<file path="config.mk">
export PLATFORM = sky130hd
export DESIGN_NAME = uart_irq_ident
export DESIGN_NICKNAME = d
export VERILOG_FILES = /design/src/rtl/uart_irq_pkg.sv /design/src/rtl/uart_txe_track.sv /design/src/rtl/uart_irq_prio.sv /design/src/rtl/uart_irq_ident.sv
export SDC_FILE = /design/constraint.sdc
export NUM_CORES = 1
export LEC_CHECK = 0
export BUFFER_PORTS_ARGS = -buffer_cell sky130_fd_sc_hd__buf_4
export CAP_MARGIN = 0
export CORE_AREA = 2 2 39 41
export CTS_CLUSTER_SIZE = 25
export DETAILED_ROUTE_END_ITERATION = 6
export DIE_AREA = 0 0 41 43
export GPL_ROUTABILITY_DRIVEN = 0
export PLACE_DENSITY = 0.47
export RECOVER_POWER = 100
export SLEW_MARGIN = 20
export SYNTH_ARGS = -nofsm -noshare
export SYNTH_HDL_FRONTEND = slang
export SYNTH_SLANG_ARGS = --single-unit
</file>
<file path="constraint.sdc">
create_clock -name clk -period 1.1 [get_ports clk]
set_clock_uncertainty 0.2 [all_clocks]
set_input_delay 0.165 -clock clk [delete_from_list [all_inputs] [get_ports clk]]
set_output_delay 0.165 -clock clk [all_outputs]
set_load 0.005 [all_outputs]
</file>
<file path="src/rtl/uart_irq_pkg.sv">
package uart_irq_pkg;

    localparam int EN_W   = 4;
    localparam int SRC_N  = 5;
    localparam int CODE_W = 4;

    localparam int EN_RX = 0;
    localparam int EN_TX = 1;
    localparam int EN_LS = 2;
    localparam int EN_MS = 3;

    typedef enum logic [CODE_W-1:0] {
        ID_LINE   = 4'b0110,
        ID_RXDATA = 4'b0100,
        ID_TMO    = 4'b1100,
        ID_TXE    = 4'b0010,
        ID_MODEM  = 4'b0000,
        ID_NONE   = 4'b0001
    } id_code_e;

    typedef struct packed {
        logic empty;
        logic en;
        logic pend;
    } txe_state_t;

    typedef struct packed {
        id_code_e code;
        logic     irq;
    } id_state_t;

    function automatic id_code_e code_of(input int idx);
        case (idx)
            0:       return ID_LINE;
            1:       return ID_RXDATA;
            2:       return ID_TMO;
            3:       return ID_TXE;
            default: return ID_MODEM;
        endcase
    endfunction

endpackage

</file>
<file path="src/rtl/uart_txe_track.sv">
module uart_txe_track
    import uart_irq_pkg::*;
(
    input  logic clk,
    input  logic rst_n,
    input  logic en_tx,
    input  logic tx_empty,
    input  logic hold_wr,
    input  logic rd_retire,
    output logic pend
);

    txe_state_t st_q, st_d;
    logic set_ev, clr_ev;

    always_comb begin
        st_d       = st_q;
        st_d.empty = tx_empty;
        st_d.en    = en_tx;
        set_ev     = en_tx && tx_empty && (!st_q.empty || !st_q.en);
        clr_ev     = hold_wr || rd_retire;
        if (clr_ev)
            st_d.pend = 1'b0;
        else if (set_ev)
            st_d.pend = 1'b1;
    end

    always_ff @(posedge clk) begin
        if (!rst_n)
            st_q <= '0;
        else
            st_q <= st_d;
    end

    assign pend = st_q.pend;

    AST_EDGE_SETS: assert property (@(posedge clk) disable iff (!rst_n)
        (en_tx && $rose(tx_empty) && !hold_wr && !rd_retire) |=> pend);
    AST_ENABLE_SETS: assert property (@(posedge clk) disable iff (!rst_n)
        ($rose(en_tx) && tx_empty && !hold_wr && !rd_retire) |=> pend);
    AST_WRITE_CLEARS: assert property (@(posedge clk) disable iff (!rst_n)
        hold_wr |=> !pend);
    AST_KEEP_PENDING: assert property (@(posedge clk) disable iff (!rst_n)
        (pend && !hold_wr && !rd_retire) |=> pend);

endmodule

</file>
<file path="src/rtl/uart_irq_prio.sv">
module uart_irq_prio
    import uart_irq_pkg::*;
(
    input  logic [SRC_N-1:0] req,
    output id_code_e         code,
    output logic             any
);

    always_comb begin
        code = ID_NONE;
        for (int i = SRC_N - 1; i >= 0; i--) begin
            if (req[i])
                code = code_of(i);
        end
        any = |req;
    end

endmodule

</file>
<file path="src/rtl/uart_irq_ident.sv">
module uart_irq_ident
    import uart_irq_pkg::*;
(
    input  logic            clk,
    input  logic            rst_n,
    input  logic [EN_W-1:0] irq_en,
    input  logic            src_line_err,
    input  logic            src_rx_ready,
    input  logic            src_rx_timeout,
    input  logic            src_tx_empty,
    input  logic            src_tx_idle,
    input  logic            src_modem,
    input  logic            id_rd,
    input  logic            hold_wr,
    output logic [CODE_W-1:0] id_code,
    output logic            host_irq,
    output logic [1:0]      tx_status
);

    id_state_t        st_q, st_d;
    logic             txe_pend;
    logic             rd_retire;
    logic [SRC_N-1:0] req;
    id_code_e         win_code;
    logic             win_any;

    assign rd_retire = id_rd && (st_q.code == ID_TXE);

    uart_txe_track u_txe (
        .clk       (clk),
        .rst_n     (rst_n),
        .en_tx     (irq_en[EN_TX]),
        .tx_empty  (src_tx_empty),
        .hold_wr   (hold_wr),
        .rd_retire (rd_retire),
        .pend      (txe_pend)
    );

    always_comb begin
        req[0] = src_line_err   && irq_en[EN_LS];
        req[1] = src_rx_ready   && irq_en[EN_RX];
        req[2] = src_rx_timeout && irq_en[EN_RX];
        req[3] = txe_pend       && irq_en[EN_TX];
        req[4] = src_modem      && irq_en[EN_MS];
    end

    uart_irq_prio u_prio (
        .req  (req),
        .code (win_code),
        .any  (win_any)
    );

    always_comb begin
        st_d      = st_q;
        st_d.code = win_code;
        st_d.irq  = win_any;
    end

    always_ff @(posedge clk) begin
        if (!rst_n) begin
            st_q.code <= ID_NONE;
            st_q.irq  <= 1'b0;
        end else begin
            st_q <= st_d;
        end
    end

    assign id_code   = st_q.code;
    assign host_irq  = st_q.irq;
    assign tx_status = {src_tx_idle, src_tx_empty};

    AST_LINE_WINS: assert property (@(posedge clk) disable iff (!rst_n)
        (src_line_err && irq_en[EN_LS]) |=> (id_code == 4'b0110));
    AST_NONE_IDLE: assert property (@(posedge clk) disable iff (!rst_n)
        (host_irq == (id_code != 4'b0001)));
    AST_QUIET_WHEN_IDLE: assert property (@(posedge clk) disable iff (!rst_n)
        !(src_line_err || src_rx_ready || src_rx_timeout || src_modem || txe_pend)
        |=> !host_irq);
    AST_TXE_SURFACES: assert property (@(posedge clk) disable iff (!rst_n)
        (txe_pend && irq_en[EN_TX] && !(src_line_err && irq_en[EN_LS])
         && !((src_rx_ready || src_rx_timeout) && irq_en[EN_RX]))
        |=> (id_code == 4'b0010) && host_irq);

endmodule

</file>
==> summary.md, run 1 <==
| Metric | Value |
|---|---|
| Clk pwr share | `34.3%` |
| Post-DP HPWL | `553 um` |
| Initial antenna violation count | `0` |
| WL final | `678 um` |
| Number of port buffers | `18` |
| Antenna viol nets, final | `0` |
| RR Startpoint | `u_txe.pend` |
| Pre-CTS WS | `0.0494 ns` |
| Aggregate negative setup slack | `0 ns` |
| Fin crit share | `96.2%` |
| Slew HR | `68.0%` |
| Setup CP Type | `reg -> out` |
| Clk_lat worst skew | `0.25 ns` |
| GR Util met1 | `9.35%` |
| WL/cell | `10.1 um` |
| Core Rows | `14` |
| Combinational share of power | `15.4%` |
| RSZ-0062 raised after global routing | `no` |
| Mapped Cells | `28` |
| Final setup fails | `0` |
| Ys Warns | `0` |
| Final worst slack | `0.0418 ns` |
| Critical path data arrival time | `0.69 ns` |
| Power Density | `1260 nW/um2` |
| Failing checks | `hold timing` |
| CTS Buf Count | `3` |
| Outcome | `complete, but fails checks` |
| Gr usage total | `10.4%` |
| Worst hold slack | `-0.115 ns` |
| Met3 GRT Util | `3.66%` |
| Buf/Inv on CP | `1` |
| Layout Nets | `67` |
| Seq/Total Area, Yosys | `52.2%` |
| CP delay by family, top | `flip-flops` |
| Critical Path Fanout Max | `2` |
| Final min period | `1.06 ns` |
| GR peak layer | `met2` |
| Routing usage on met2 | `16.3%` |
| Flops & latches, synth | `8` |
| Crit-path cells | `clkbuf_4` |
| Ant. Diodes | `0` |
| Initial Utilization | `22.2%` |
| P_int | `0.000492 W` |
| Worst Reg-to-Reg Cells | `3` |
| Vias in the first global route | `302` |
| Maximum vdd drop | `0.000612 V` |
| Global-route wire length before repair | `1150 um` |
| CTS Sinks | `8` |
| I/O pins | `21` |
| Post-synthesis cell type count | `16` |
| Die Span Y | `43 um` |
| Core area | `1380 um2` |
| Worst min path class | `in -> reg` |
| Slowest-stage cell, CP | `dfxtp_1` |
| Hold Vio Cnt, Final | `1` |
| MaxCap Viol Count | `0` |
| CTS Hold Bufs | `4` |
| Leak | `0.214 nW` |
| GRT overflow | `0` |
| Worst Max-Slew Pin Slew | `0.476 ns` |
| Synth Net Count | `42` |
| TritonCTS clock tree | `yes` |
| WHS Path Cells | `2` |
| CP max stage delay | `0.32 ns` |
| Reg-to-reg slack, setup | `0.05 ns` |
| Max Clk Rate | `945 MHz` |
| Sw Ratio | `20.8%` |
| Sequential Power Share | `50.3%` |
| Min-delay src | `src_rx_ready` |
| CTS H-tree depth | `1` |
| Clock Path Buffers | `2` |
| Area Overhead vs Synth | `60.4%` |
| Total number of vias | `285` |
| DR pass1 iterations | `2` |
| Register clock-pin slew on the reported worst setup and hold paths | `0.05 ns` |
| End of the worst hold path | `id_code[3]` |
| Net Sw Power | `0.000129 W` |
| Root Buffer | `clkbuf_4` |
| Syn_area_per_cell | `10.9 um2` |
| Worst R2R End | `id_code[0]` |
| Vias per cell | `4.25` |
| Critical path endpoint category | `output pin` |
| Share of cells above drive strength 1 | `47.1%` |
| Die W | `41 um` |
| Starting DRC count in detailed routing | `5` |
| Crit path required time | `0.73 ns` |
| Post-Syn Area | `307 um2` |
| Largest net degree at the start of global routing | `6` |
| Die area | `1760 um2` |
| Crit path launch type | `flip-flop` |
| Drc violations | `0` |
| Max Slew Vio Count | `0` |
## area by class of cell
type | instances | area, um2
Fill cell | 161 | 892
Timing Repair Buffer | 22 | 171
Sequential cell | 8 | 160
Multi-Input combinational cell | 16 | 110
Clock buffer | 3 | 22.5
Tap cell | 16 | 20.0
Inverter | 2 | 7.51
## layout by cell type (no fill, tap or decap), drive strengths merged
master and n:
clkbuf 9, o21ai 1, dlygate4sd3 4, nor4b 1
a31oi 2, nand2 3, clkinv 1, and4b 1
dfxtp 8, a22oi 1, nand3 1, a21oi 2
inv 1, buf 12, nor4 1, nor2 1
and2 2
## state kept, by name, indices dropped and copies added, names as in the netlist
signal / count
u_txe.st_q: 2
host_irq: 1
u_txe.pend: 1
id_code: 4
## cells in the mapped netlist (all sizes together)
cell type	number	area (um2)
dfxtp	8	160
nand2	3	11.3
a21oi	2	13.8
a31oi	2	18.8
and2	2	12.5
buf	2	15.0
inv	2	7.51
a22oi	1	7.51
and4b	1	10.0
nand3	1	10.0
nor2	1	3.75
nor4	1	12.5
nor4b	1	15.0
o21ai	1	8.76
## logic make-up (layout without fill, tap and decap cells)
family | Yosys count | count (layout) | share of synthesized area [%]
DFF | 8 | 8 | 52.2
and+or+nand+nor | 10 | 10 | 24.5
buffers and inverters | 4 | 27 | 7.35
AOI/OAI and AO/OA | 6 | 6 | 15.9
## worst max path at each step
| stage | end | slack (ns) | cells past startpoint | from |
|---|---|---|---|---|
| detailed placement | u_txe.pend | 0.05 | 3 | id_code[3] |
| global route | u_txe.pend | 0.002 | 3 | id_code[2] |
| global placement | u_txe.pend | 0.05 | 3 | id_code[3] |
| CTS | u_txe.pend | 0.02 | 3 | hold_wr |
| finish | id_code[3] | 0.04 | 1 | id_code[3] |
| floorplan | u_txe.pend | 0.08 | 3 | id_code[3] |
## through the flow
stage	power, W	utilization [%]	area (um2)	instances
after floorplan	0.000355	-	307	28
after global placement	0.000411	32.3	447	60
after detailed placement	0.000412	32.3	447	60
after CTS	0.000639	36.8	509	67
after global routing	0.000655	35.5	492	67
final	0.000621	35.5	492	67
## power groups by stage
stage | sequential, W | combinational (W) | clock, W
after global placement | 0.000318 | 0.0000924 | 0
after CTS | 0.000313 | 0.000104 | 0.000222
after floorplan | 0.000320 | 0.0000351 | 0
final | 0.000313 | 0.0000954 | 0.000213
after global routing | 0.000314 | 0.000106 | 0.000235
after detailed placement | 0.000319 | 0.0000937 | 0
## layer usage
layer | wire, um | up-vias | part of all wire, %
met1 | 252 | 123 | 37
li1 | - | 145 | -
met2 | 335 | 15 | 49
met5 | 0 | - | 0
met3 | 78 | 2 | 12
met4 | 12 | 0 | 1.8
## what timing repair did
action	in CTS	in global routing
hold endpoints to repair	4	1
endpoints found under the setup margin	0	1
setup buffers	0	0
resized for setup	0	1
No activity file was read; power rests on OpenSTA's default activity.
==> inputs of run 2 (changes only) <==
--- a/config.mk
+++ b/config.mk
@@ -14,6 +14,7 @@
 export GPL_ROUTABILITY_DRIVEN = 0
 export PLACE_DENSITY = 0.47
 export RECOVER_POWER = 100
+export SETUP_SLACK_MARGIN = 0.3
 export SLEW_MARGIN = 20
 export SYNTH_ARGS = -nofsm -noshare
 export SYNTH_HDL_FRONTEND = slang
==> run 2 against run 1 <==
Effect of this change: the flow still finishes with violations (hold timing); final area decreased by 2.0%; first-iteration DRC count shrank 100%; critical path depth is the same; count of clock-buffer cells in the layout is the same; largest cell class is now sequential cells; highest routed layer unchanged.
==> summary.md, run 2 (synthesized netlist as in run 1, its figures left out) <==
| Metric | Value |
|---|---|
| Final setup fails | `0` |
| Core area | `1380 um2` |
| Largest register FFs | `4` |
| Die area | `1760 um2` |
| Post-DP HPWL | `563 um` |
| Aggregate negative setup slack | `0 ns` |
| Critical path data arrival time | `0.68 ns` |
| Die Span Y | `43 um` |
| Most frequent cells in the layout | `11 x buf_4, 6 x dfxtp_1, 5 x clkbuf_4, 5 x buf_6, 3 x nand2_1` |
| Register clock-pin slew on the reported worst setup and hold paths | `0.05 ns` |
| Worst Reg-to-Reg Cells | `3` |
| I/O pins | `21` |
| Wl on met1 | `227 um` |
| Number of port buffers | `18` |
| Crit path required time | `0.73 ns` |
| Setup CP Type | `reg -> out` |
| Ant. Diodes | `0` |
| Share of cells above drive strength 1 | `63.8%` |
| DR pass1 iterations | `1` |
| Root Buffer | `clkbuf_4` |
| Antenna viol nets, final | `0` |
| Number of cells on the critical path | `1` |
| Clk_lat worst skew | `0.25 ns` |
| Max Clk Rate | `958 MHz` |
| Area Overhead vs Synth | `57.1%` |
| TritonCTS clock tree | `yes` |
| Placed instance count | `60` |
| Crit path launch type | `flip-flop` |
| Vias in the first global route | `264` |
| Core Rows | `14` |
| Clock Path Buffers | `2` |
| CTS Buf Count | `3` |
| Slew HR | `69.5%` |
| Worst min path class | `in -> reg` |
| Fin crit share | `94.9%` |
| Starting DRC count in detailed routing | `0` |
| Maximum vdd drop | `0.000432 V` |
| Gr usage total | `9.37%` |
| Max Slew Vio Count | `0` |
| Critical Path Fanout Max | `2` |
| Critical path endpoint category | `output pin` |
| Drc violations | `0` |
| Hold Vio Cnt, Final | `5` |
| Slowest-stage cell, CP | `dfxtp_1` |
| CP max stage delay | `0.34 ns` |
| MaxCap Viol Count | `0` |
| Total number of vias | `270` |
| Buf/Inv on CP | `1` |
| RSZ-0062 raised after global routing | `yes` |
| Met2 WL | `370 um` |
| Initial antenna violation count | `0` |
| Commonest non-fill, non-tap cell in the layout | `buf_4` |
| CTS H-tree depth | `1` |
| Die W | `41 um` |
| Worst hold slack | `-0.125 ns` |
| Leak | `0.209 nW` |
| Worst Max-Slew Pin Slew | `0.453 ns` |
| CP delay by family, top | `flip-flops` |
| Layout Nets | `63` |
| Layout Cells excl Fill | `63` |
| Power Density | `1300 nW/um2` |
| Crit-path cells | `buf_6` |
| WHS Path Cells | `2` |
| CTS Sinks | `8` |
| Outcome | `complete, but fails checks` |
| WL final | `671 um` |
| GRT overflow | `0` |
| Largest net degree at the start of global routing | `6` |
| Failing checks | `hold timing` |
| Global-route wire length before repair | `1040 um` |
| Final min period | `1.04 ns` |
| Max Used Layer | `met4` |
| Initial Utilization | `22.2%` |
| Vias per cell | `4.29` |
| WL/cell | `10.7 um` |
| Met3 WL | `57 um` |
run 2: power by group:
part / leakage [nW] / total [W] / switching, W / internal, W
clock network: 0.0138 / 0.000215 / 0.0000909 / 0.000124
logic: 0.129 / 0.0000949 / 0.0000338 / 0.0000611
registers: 0.0670 / 0.000317 / 0.00000960 / 0.000307
run 2: worst paths after layout:
path | startpoint | to | slack (ns)
min reg2reg | u_txe.pend | id_code[1] | 0.31
min | hold_wr | u_txe.pend | -0.13
max | id_code[0] | id_code[0] | 0.06
max reg2reg | id_code[3] | u_txe.pend | 0.07
run 2: routing by layer:
metal | global-route usage, % | vias up
li1 | - | 135
met5 | 0 | -
met1 | 10.1 | 121
met2 | 12.5 | 12
met3 | 2.09 | 2
met4 | 12.0 | 0
run 2: area by class of cell:
type                       count  area [um2]
fill                         155         902
sequential                     8         163
multi-input combinational     16         115
clock buffer                   3        22.5
timing repair buffer          18         154
inverter                       2        7.51
tap                           16        20.0
run 2: metrics by stage:
step	setup slack [ns]	hold WS (ns)	utilization (%)	instance area (um2)	power, W
floorplan	0.113	0.0290	-	317	0.000357
global route	0.00809	-0.127	34.8	482	0.000663
CTS	0.0504	-0.137	36.6	507	0.000658
finish	0.0560	-0.125	34.8	482	0.000627
global placement	0.0544	0.130	33.0	457	0.000416
detailed placement	0.0776	0.130	33.0	457	0.000418
run 2: timing repair:
item	4_1_cts	5_1_grt
hold endpoints to repair	5	5
buffers inserted	0	0
endpoints found under the setup margin	9	9
gates resized for setup	9	1
